===== src/rtl/ctrl_dec_pkg.sv =====
package ctrl_dec_pkg;
  localparam int OPC_W = 6;
  localparam int FN_W  = 6;

  typedef enum logic [1:0] {
    AOP_ADD = 2'b00,
    AOP_SUB = 2'b01,
    AOP_FN  = 2'b10,
    AOP_RSV = 2'b11
  } aop_e;

  typedef enum logic [1:0] {
    SEL_AND = 2'b00,
    SEL_OR  = 2'b01,
    SEL_SUM = 2'b10,
    SEL_LT  = 2'b11
  } sel_e;

  typedef struct packed {
    logic reg_dst;
    logic alu_src;
    logic mem_to_reg;
    logic reg_write;
    logic mem_read;
    logic mem_write;
    logic branch;
    logic jump;
    aop_e aop;
  } main_ctrl_t;

  localparam logic [OPC_W-1:0] OP_RT  = OPC_W'(0);
  localparam logic [OPC_W-1:0] OP_LW  = OPC_W'(35);
  localparam logic [OPC_W-1:0] OP_SW  = OPC_W'(43);
  localparam logic [OPC_W-1:0] OP_BEQ = OPC_W'(4);
  localparam logic [OPC_W-1:0] OP_J   = OPC_W'(2);

  localparam logic [FN_W-1:0] FN_ADD = FN_W'(6'h20);
  localparam logic [FN_W-1:0] FN_SUB = FN_W'(6'h22);
  localparam logic [FN_W-1:0] FN_AND = FN_W'(6'h24);
  localparam logic [FN_W-1:0] FN_OR  = FN_W'(6'h25);
  localparam logic [FN_W-1:0] FN_SLT = FN_W'(6'h2A);
endpackage


===== src/rtl/main_dec.sv =====
module main_dec
  import ctrl_dec_pkg::*;
#(
  parameter int OW = OPC_W
) (
  input  logic [OW-1:0] opcode,
  output main_ctrl_t    ctrl
);
  always_comb begin
    ctrl = '0;
    case (opcode)
      OP_RT: begin
        ctrl.reg_dst   = 1'b1;
        ctrl.reg_write = 1'b1;
        ctrl.aop       = AOP_FN;
      end
      OP_LW: begin
        ctrl.alu_src    = 1'b1;
        ctrl.mem_to_reg = 1'b1;
        ctrl.reg_write  = 1'b1;
        ctrl.mem_read   = 1'b1;
        ctrl.aop        = AOP_ADD;
      end
      OP_SW: begin
        ctrl.alu_src   = 1'b1;
        ctrl.mem_write = 1'b1;
        ctrl.aop       = AOP_ADD;
      end
      OP_BEQ: begin
        ctrl.branch = 1'b1;
        ctrl.aop    = AOP_SUB;
      end
      OP_J: begin
        ctrl.jump = 1'b1;
      end
      default: ctrl = '0;
    endcase
  end
endmodule


===== src/rtl/alu_ctl.sv =====
module alu_ctl
  import ctrl_dec_pkg::*;
#(
  parameter int FW = FN_W
) (
  input  aop_e          aop,
  input  logic [FW-1:0] funct,
  output logic          b_neg,
  output sel_e          sel,
  output logic          fn_ok
);
  always_comb begin
    b_neg = 1'b0;
    sel   = SEL_SUM;
    fn_ok = 1'b1;
    case (aop)
      AOP_ADD: begin
        b_neg = 1'b0;
        sel   = SEL_SUM;
      end
      AOP_SUB: begin
        b_neg = 1'b1;
        sel   = SEL_SUM;
      end
      AOP_FN: begin
        case (funct)
          FN_ADD: begin b_neg = 1'b0; sel = SEL_SUM; end
          FN_SUB: begin b_neg = 1'b1; sel = SEL_SUM; end
          FN_AND: begin b_neg = 1'b0; sel = SEL_AND; end
          FN_OR:  begin b_neg = 1'b0; sel = SEL_OR;  end
          FN_SLT: begin b_neg = 1'b1; sel = SEL_LT;  end
          default: begin
            b_neg = 1'b0;
            sel   = SEL_AND;
            fn_ok = 1'b0;
          end
        endcase
      end
      default: begin
        b_neg = 1'b0;
        sel   = SEL_AND;
        fn_ok = 1'b0;
      end
    endcase
  end
endmodule


===== src/rtl/ctrl_decoder.sv =====
module ctrl_decoder
  import ctrl_dec_pkg::*;
#(
  parameter int OW = OPC_W,
  parameter int FW = FN_W
) (
  input  logic          clk,
  input  logic          rst,
  input  logic [OW-1:0] opcode,
  input  logic [FW-1:0] funct,
  output logic          reg_dst,
  output logic          alu_src,
  output logic          mem_to_reg,
  output logic          reg_write,
  output logic          mem_read,
  output logic          mem_write,
  output logic          branch,
  output logic          jump,
  output logic [1:0]    alu_op,
  output logic          b_neg,
  output logic [1:0]    alu_sel
);
  main_ctrl_t mc;
  logic       bn_c;
  sel_e       sel_c;
  logic       fn_ok_c;

  main_dec #(.OW(OW)) u_main (
    .opcode (opcode),
    .ctrl   (mc)
  );

  alu_ctl #(.FW(FW)) u_alu (
    .aop   (mc.aop),
    .funct (funct),
    .b_neg (bn_c),
    .sel   (sel_c),
    .fn_ok (fn_ok_c)
  );

  always_ff @(posedge clk) begin
    if (rst) begin
      reg_dst    <= 1'b0;
      alu_src    <= 1'b0;
      mem_to_reg <= 1'b0;
      reg_write  <= 1'b0;
      mem_read   <= 1'b0;
      mem_write  <= 1'b0;
      branch     <= 1'b0;
      jump       <= 1'b0;
      alu_op     <= 2'b00;
      b_neg      <= 1'b0;
      alu_sel    <= 2'b00;
    end else begin
      reg_dst    <= mc.reg_dst;
      alu_src    <= mc.alu_src;
      mem_to_reg <= mc.mem_to_reg;
      reg_write  <= mc.reg_write & fn_ok_c;
      mem_read   <= mc.mem_read;
      mem_write  <= mc.mem_write;
      branch     <= mc.branch;
      jump       <= mc.jump;
      alu_op     <= mc.aop;
      b_neg      <= bn_c;
      alu_sel    <= sel_c;
    end
  end


  store_only_wr_chk: assert property (@(posedge clk) disable iff (rst)
    mem_write |-> ($past(opcode) == OP_SW && !reg_write));


  load_path_chk: assert property (@(posedge clk) disable iff (rst)
    mem_read |-> (mem_to_reg && reg_write && alu_src && alu_op == 2'b00));


  branch_sub_chk: assert property (@(posedge clk) disable iff (rst)
    branch |-> (b_neg && alu_sel == 2'b10 && !reg_write));


  one_action_chk: assert property (@(posedge clk) disable iff (rst)
    $onehot0({mem_read, mem_write, branch, jump}));


  bad_fn_chk: assert property (@(posedge clk) disable iff (rst)
    (reg_dst && reg_write) |->
      ($past(funct) == FN_ADD || $past(funct) == FN_SUB || $past(funct) == FN_AND ||
       $past(funct) == FN_OR  || $past(funct) == FN_SLT));


  hold_chk: assert property (@(posedge clk) disable iff (rst)
    ($stable(opcode) && $stable(funct) && !$past(rst)) |=> $stable(alu_op));
endmodule


===== config.mk =====
export PLATFORM = sky130hd
export DESIGN_NAME = ctrl_decoder
export DESIGN_NICKNAME = d
export VERILOG_FILES = /design/src/rtl/ctrl_dec_pkg.sv /design/src/rtl/main_dec.sv /design/src/rtl/alu_ctl.sv /design/src/rtl/ctrl_decoder.sv
export SDC_FILE = /design/constraint.sdc
export NUM_CORES = 1
export LEC_CHECK = 0
export ABC_AREA = 1
export CORE_AREA = 10 10 50 52
export CTS_BUF_LIST = sky130_fd_sc_hd__clkbuf_2
export DETAILED_ROUTE_END_ITERATION = 6
export DIE_AREA = 0 0 60 62
export PLACE_DENSITY = 0.78
export SLEW_MARGIN = 20
export SYNTH_ARGS = -nofsm -noshare
export SYNTH_HDL_FRONTEND = slang
export SYNTH_HIERARCHICAL = 1
export SYNTH_SLANG_ARGS = --single-unit

===== constraint.sdc =====
create_clock -name clk -period 2.1 [get_ports clk]
set_input_delay 0.21 -clock clk [delete_from_list [all_inputs] [get_ports clk]]
set_output_delay 0.21 -clock clk [all_outputs]
set_load 0.1 [all_outputs]

-- After elaboration in Yosys (flattened, before gate mapping)
Index checks and enable logic that the tools add are counted.
- output and inout bits: 13
- bits in registers: 12
- bits of input ports: 14
- word-level logic and storage cells: 44
- equal/unequal tests: 11
- mux-type cells: 14
- reductions and logical operators: 8
- bitwise operators: 1
- operators by type and width (cell ; count):
    equality test 6 bit, second input constant ; 7
    OR reduction 2 bit ; 5
    2-to-1 mux 1 bit ; 9
    case mux 2 bit (2 select lines) ; 2
    equality test 6 x 2 -> 1 bit, second input constant ; 1
    equality test 6 x 3 -> 1 bit, second input constant ; 1
    logical NOT 6 bit ; 1
    case mux 2 bit (3 select lines) ; 1
    OR reduction 5 bit ; 1
    case mux 1 bit (2 select lines) ; 2
    equality test 2 x 1 -> 1 bit, second input constant ; 1
    equality test 2 bit, second input constant ; 1
    logical NOT 2 bit ; 1
    AND 1 bit ; 1

-- Logic depth before layout (Yosys ltp)
Gate-level depths: netlist (run 1).
- word-level depth: 6
- gate-level depth with buffers: 13
- gate-level depth less buffers: 13

-- Hierarchy
The synthesis (run 1) kept the hierarchy.
- modules (own cells, without submodules) (module ; times used ; sequential area each (sq um) ; area each (sq um) ; cells an instance):
    ctrl_decoder ; 1 ; 260.2 ; 369.1 ; 40
    alu_ctl ; 1 ; 0.0 ; 214.0 ; 42
    main_dec ; 1 ; 0.0 ; 118.9 ; 27

-- Least setup slack after synthesis (run 1)
Ideal clock, no wire load.
- path type: input-to-reg
- start point: input opcode[5]
- end point: register reg_write
- arrival: 1363 ps
- buffers on the path: 0
- cell stages on the path: 13
- setup time: 112 ps
- required time: 1988 ps
- path slack: 625 ps
- path through: nor2_1 nand2_1 nor2_1 inv_1 ha_1 inv_1 nor2_4 nand2_1 nor2_1 nor2_1 nand2_1 nand2_1 nor2_1
- RTL lines (item ; RTL line ; RTL):
    start: declaration ; ctrl_decoder.sv:9 ; input logic [OW-1:0] opcode,
    end signal: assignment ; ctrl_decoder.sv:58 ; reg_write <= mc.reg_write & fn_ok_c;
    end: declaration ; ctrl_decoder.sv:14 ; output logic reg_write,

==> impl_summary.txt, run 1 <==
----------------------------------------------------
[Outcome]
  Status ... complete, no violations

[Critical path]
  Worst setup SP type ... input pin
  Start point of the critical path ... opcode[2]
  Largest fanout of any net on the critical path ... 4
  Worst Path Arrival ... 1.85 ns
  Critical Path RT ... roughly 2.3 ns
  CP Capture Type ... flip-flop
  Worst Setup Path Type ... in2reg

[Flow run]
  Max-cap check violation count ... 0

[Cells and area]
  Final design instance area without fill ... 952 sq um
  Combined area of the multi-input logic cells ... about 300 sq um
  Layout cells sized above 1 ... 0.182
  Fraction of the core area covered by cells at the end of the flow ... 0.590
  Number of nets in the final layout ... around 160
  Non-filler cells, final ... 154
  Antenna diodes ... 0
  Area growth from synthesis to final layout ... 35.7%
  Sequential standard cell area ... 260 sq um
  Fill cell instance count of the final layout ... 166
  Largest registers ... alu_op: 2 flops, alu_sel: 2 flops

[Global route]
  Maximum number of pins on one net before global-route repair ... 14
  Met1 routing resource usage after global routing ... 0.0824
  Busiest layer in global routing ... met2
  Met3 routing resource usage after global routing ... 0.0264
  Number of antenna violations at the first check in global routing ... 0
  Number of global-route vias before repair ... 574
  Total global-route track usage ... 0.0801
  M2 GR Usage ... 0.134
  Global-route wire length before repair ... 2330 um
  Total overflow reported by the global router ... 0

[Route]
  Number of nets with antenna violations after routing ... 0
  Number of vias per cell ... 4.13
  DRT iter0 DRCs ... 1
  DRC violations left ... 0
  DRT Pass-1 Iters ... 4
  Average wire per cell in the routed design ... 8.95 um
  Via total after detailed routing ... 636
  Sum of routed wire length over all layers ... about 1400 um

[STA]
  Transition time at the pin with the least slew margin ... 0.441 ns
  Fmax ... 0.605 GHz
  Max transition margin ... 0.705
  Final TNS setup ... 0 ns
  Worst Hold Slack ... 0.601 ns
  Final critical-path share of the clock period ... 0.787
  Time the worst path needs with I/O delays and setup ... 1.65 ns
  Setup repair after global routing missed its margin ... false
  Pins over their slew limit ... 0
  Final-report hold violation count ... 0
  Final-report setup violation count ... 0

[Synth]
  Compound-Gate Fraction of Synth Area ... 0.0178
  Post-synthesis mux area share ... 0
  Commonest cells in the netlist ... nor2_1 (30), inv_1 (28), nand2_1 (17)
  Area of the mapped netlist ... roughly 700 sq um
  Net Count, Synth ... around 130
  Count of mapped cells out of synthesis ... about 110
  Post-Synth Adder-Cell Area ... 0.0713
  Top area cells in the synthesized netlist ... dfxtp_1 (37%), nor2_1 (16%), inv_1 (15%)
  Most common cell in the netlist ... nor2_1
  Yosys warning count ... 6
  Number of enable-type register cells in the synthesized netlist ... 0
  Area share of the largest cell type after synthesis ... 0.371
  Async S/R FF share, synth ... 0
  Leading area contributor after synthesis ... dfxtp_1
  Syn avg cell area ... ~6.4 sq um
  Post-Synth Simple-Gate Area ... 0.337
  Sequential-to-total area share from yosys stat ... 0.371
  Predominant post-synthesis flop cell ... dfxtp_1
  Number of register bits inferred by synthesis ... 13
  Largest family of logic cells by synthesized area ... simple AND/OR/NAND/NOR gates
  Yosys cell types ... 15
  Xor and xnor fraction of the mapped netlist area ... 0

[Floorplanning]
  Area enclosed by the die boundary ... 3720 sq um
  Width of the chip ... 60 um
  Row count ... 15
  Initial Utilization ... 0.435
  # IOs ... 27
  Die H ... 62 um
  Core ar. ... roughly 1600 sq um

[Clock tree]
  Root buffer selected by CTS ... clkbuf_2
  Clock tree from TritonCTS ... yes
  Clk sink count ... 13
  PostCTS Resize Cnt ... 0
  CTS H-tree lvls ... 1
  Cts bufs inserted ... 3
  CTS max path bufs ... 2
  Post-CTS setup-driven buffer insertion count ... 0
  CTS Hold Buffers Added ... 0
  Clock-pin slew of the registers on the worst-case setup and hold paths ... 0.11 ns

[Power and ir drop]
  Leakage power summed over all cells ... 0.505 nW
  Power per unit of standard cell area ... ~480 nW/um^2
  Worst-case vdd ir drop ... 0.164 mV

[Place]
  Count of input and output buffers ... 26
  Total placed instance area ... 932 sq um
  DP HPWL ... 1230 um
  Placed Cells incl. Taps ... 150
  Placer's final routability congestion estimate ... 0.763

[Min path]
  Number of cells on the worst hold path ... 5
  Worst hold path type ... in2reg
  Hold path startpoint ... opcode[1]

----------------------------------------------------
-- kinds of logic (layout without fill, tap and decap cells) --
family,count (synthesis),count (layout)
buffers and inverters,34,62
AOI/OAI and AO/OA,2,2
and+or+nand+nor,56,56
DFF,13,13
adders and majority gates,4,4
-- layout make-up --
cell class                 instances  share of cell area
sequential                        13               0.273
tap                               17              0.0223
timing repair buffer              27               0.247
multi-input combinational         62               0.314
inverter                          31               0.122
clock buffer                       4              0.0210
-- power breakdown --
group,total [mW],switching (mW),internal (mW)
Combinational,0.0795,0.0459,0.0336
Clock,0.124,0.0735,0.0505
Sequential,0.250,0.000588,0.249
Total,0.453,0.120,0.333
-- through the flow --
stage,setup WS [ns],total power [mW]
after floorplan,0.625,0.299
after global placement,0.221,0.333
after detailed placement,0.151,0.335
after CTS,0.434,0.460
after global routing,0.184,0.477
final,0.448,0.453
-- worst max-delay path, cell delays in order --
cell and delay (ns):
clkdlybuf4s50_1 0.45, nor2_1 0.20, nand3_2 0.12, inv_1 0.13, ha_1 0.18, inv_1 0.07
nor2_4 0.09, nand2_1 0.05, nor2_1 0.12, nor2_1 0.06, nand2_1 0.05, nand2_1 0.04
nor2_1 0.08
-- cell usage in the layout (no fill, tap or decap) --
cell	instances
nand3_1	4
clkdlybuf4s50_1	13
clkbuf_2	4
inv_1	28
a21boi_1	1
o21ai_1	1
or2_0	1
nand3_2	1
dfxtp_1	13
buf_4	14
nand2_1	17
inv_2	3
nor2_2	2
nor2_1	30
ha_1	4
nor2_4	1
-- path summary, 6_finish.rpt --
check	to	slack, ns
min	jump	0.60
max	reg_write	0.45
-- per-layer routing --
| layer | part of all wire | routed length, um |
|---|---|---|
| met1 | 0.40 | 556 |
| met2 | 0.49 | 674 |
| met5 | 0 | 0 |
| met3 | 0.086 | 119 |
| met4 | 0.020 | 28 |
Note: power is estimated with default switching activity, not from simulation.
==> run 2, diff against run 1 <==
CORE_AREA = 10 10 53 55   (was 10 10 50 52)
DIE_AREA = 0 0 63 65   (was 0 0 60 62)
PLACE_DENSITY = 0.71   (was 0.78)
clock period = 1.43 ns   (was 2.1 ns; I/O delays follow)
==> impl_summary.txt, run 2 (synthesis gave the netlist of run 1 again) <==
----------------------------------------------------
[Floorplanning]
  Width of the chip ... 63 um (+5.0%)
  Row count ... 16 (+1)
  Die H ... 65 um (+4.8%)
  Core ar. ... 1860 sq um (+15%)
  # IOs ... 27 (unchanged)
  Initial Utilization ... 0.377 (-0.0579)
  Area enclosed by the die boundary ... 4100 sq um (+10%)

[Flow run]
  Max-cap check violation count ... 0 (unchanged)

[Clock tree]
  Clk sink count ... 13 (unchanged)
  Clock tree from TritonCTS ... yes
  CTS max path bufs ... 2 (unchanged)
  Clock-pin slew of the registers on the worst-case setup and hold paths ... 0.11 ns (about the same)
  Root buffer selected by CTS ... clkbuf_2
  Cts bufs inserted ... 3 (unchanged)
  CTS H-tree lvls ... 1 (unchanged)
  CTS Hold Buffers Added ... 0 (unchanged)

[Critical path]
  Critical path's largest stage delay ... 0.25 ns (-0.20 ns)
  Largest fanout of any net on the critical path ... 3 (-1)
  Worst Setup Path Type ... in2reg
  Worst path slowest cell ... dlygate4sd2_1
  Worst setup SP type ... input pin
  Worst Path Arrival ... 1.55 ns (-0.30 ns)
  Cells along the critical path ... dlygate4sd2_1, nor2_2, buf_4, nand3_2, inv_4, buf_12, ha_4, nor2_4, nand2_1, nor2_1, nor2_1, nand2_1, nand2_1, nor2_1
  Critical Path RT ... 1.64 ns (-0.66 ns)
  CP Capture Type ... flip-flop

[Power and ir drop]
  Sum of internal, switching and leakage power ... 0.691 mW (+53%)
  Leakage power summed over all cells ... 0.593 nW (+17%)
  Power per unit of standard cell area ... 559 nW/um^2 (+18%)
  Worst-case vdd ir drop ... 0.264 mV (+62%)

[Cells and area]
  Area growth from synthesis to final layout ... 76.1%
  Fraction of the core area covered by cells at the end of the flow ... 0.664 (+0.0741)
  Commonest non-fill, non-tap cell in the layout ... inv_1
  Commonest cells after routing, fill and taps aside ... inv_1 (25), nor2_1 (24), nand2_1 (17), buf_12 (14), dfxtp_1 (13)
  Layout cells sized above 1 ... 0.313 (+0.130)
  Fill cell instance count of the final layout ... 168 (+1.2%)
  Combined area of the multi-input logic cells ... 344 sq um (+15%)
  Antenna diodes ... 0 (unchanged)
  Final design instance area without fill ... 1240 sq um (+30%)
  Number of nets in the final layout ... 163 (+4.5%)
  Sequential standard cell area ... 260 sq um (unchanged)
  Largest registers ... alu_op: 2 flops, alu_sel: 2 flops

[Global route]
  Global-route wire length before repair ... 2770 um (+19%)
  Total global-route track usage ... 0.0814 (+0.00131)
  Total overflow reported by the global router ... 0 (unchanged)
  Number of global-route vias before repair ... 708 (+23%)
  Maximum number of pins on one net before global-route repair ... 14 (unchanged)
  Number of antenna violations at the first check in global routing ... 0 (unchanged)

[STA]
  Final-report setup violation count ... 0 (unchanged)
  Transition time at the pin with the least slew margin ... 0.422 ns (-0.0191 ns)
  Final critical-path share of the clock period ... 0.933
  Final-report hold violation count ... 0 (unchanged)
  Fmax ... about 0.75 GHz
  Time the worst path needs with I/O delays and setup ... between 1 and 1.5 ns
  Pins over their slew limit ... 0 (unchanged)
  Max transition margin ... 0.718 (+0.0127)
  Final TNS setup ... 0 ns (unchanged)
  Worst-case setup margin in the final layout ... 0.0951 ns (-0.353 ns)

[Route]
  Number of nets with antenna violations after routing ... 0 (unchanged)
  DRC violations left ... 0 (unchanged)
  Via total after detailed routing ... 705 (+11%)
  DRT iter0 DRCs ... 7 (+6)
  DRT Pass-1 Iters ... 4 (unchanged)
  Number of vias per cell ... 4.12 (-0.17%)
  Average wire per cell in the routed design ... 9.57 um (+7.0%)
  Sum of routed wire length over all layers ... 1640 um (+19%)

[Place]
  Placer's final routability congestion estimate ... 0.671 (-12%)
  DP HPWL ... 1380 um (+12%)
  Pre-CTS WS ... -0.464 ns (-0.615 ns)
  Count of input and output buffers ... 26 (unchanged)
  Total placed instance area ... 1150 sq um (+24%)

[Min path]
  Worst hold path type ... in2reg

[Outcome]
  Status ... complete, no violations

----------------------------------------------------
-- run 2: cell count changes in the layout (fill, tap and decap cells not counted), sizes merged --
| cell | change |
|---|---|
| clkdlybuf4s50 | -6 |
| dlymetal6s2s | +1 |
| buf | +7 |
| dlygate4sd2 | +5 |
-- run 2: final timing paths --
check | start | to | slack [ns] | cells after the start
setup / recovery | opcode[0] | reg_write | 0.1 | 14
hold / removal | opcode[2] | alu_src | 0.31 | 4
-- run 2: worst max-delay path, delay by kind of cell --
| family | cells | cell delay, ns |
|---|---|---|
| adders and majority gates | 1 | 0.16 |
| and+or+nand+nor | 9 | 0.68 |
| buffers and inverters | 4 | 0.56 |
-- run 2: metrics by stage --
step	hold slack (ns)	instances
2_1_floorplan	0.214	109
3_3_place_gp	0.610	166
3_5_place_dp	0.610	166
4_1_cts	0.298	172
5_1_grt	0.355	171
6_report	0.312	171
-- run 2: final cells by class --
type	count	area share
timing repair buffer	34	0.371
clock buffer	4	0.0162
sequential	13	0.211
inverter	31	0.0962
tap	27	0.0273
multi-input combinational	62	0.278
-- run 2: per-layer routing --
| metal | vias to the layer above | part of all wire | track usage |
|---|---|---|---|
| li1 | 374 | - | - |
| met2 | 21 | 0.52 | 0.155 |
| met3 | 5 | 0.070 | 0.0206 |
| met5 | - | 0 | 0 |
| met4 | 0 | 0.037 | 0.0782 |
| met1 | 305 | 0.37 | 0.0670 |
-- run 2: repair_timing --
| action | in CTS | in global routing |
|---|---|---|
| setup endpoints to repair | 4 | 3 |
| pin swaps | 4 | 6 |
| setup buffers | 2 | 0 |
| gates resized for setup | 15 | 7 |
-- run 2: where the power goes --
part | total (mW) | internal (mW) | switching (mW)
combinational | 0.135 | 0.0615 | 0.0732
clock | 0.188 | 0.0742 | 0.114
sequential | 0.368 | 0.366 | 0.00283
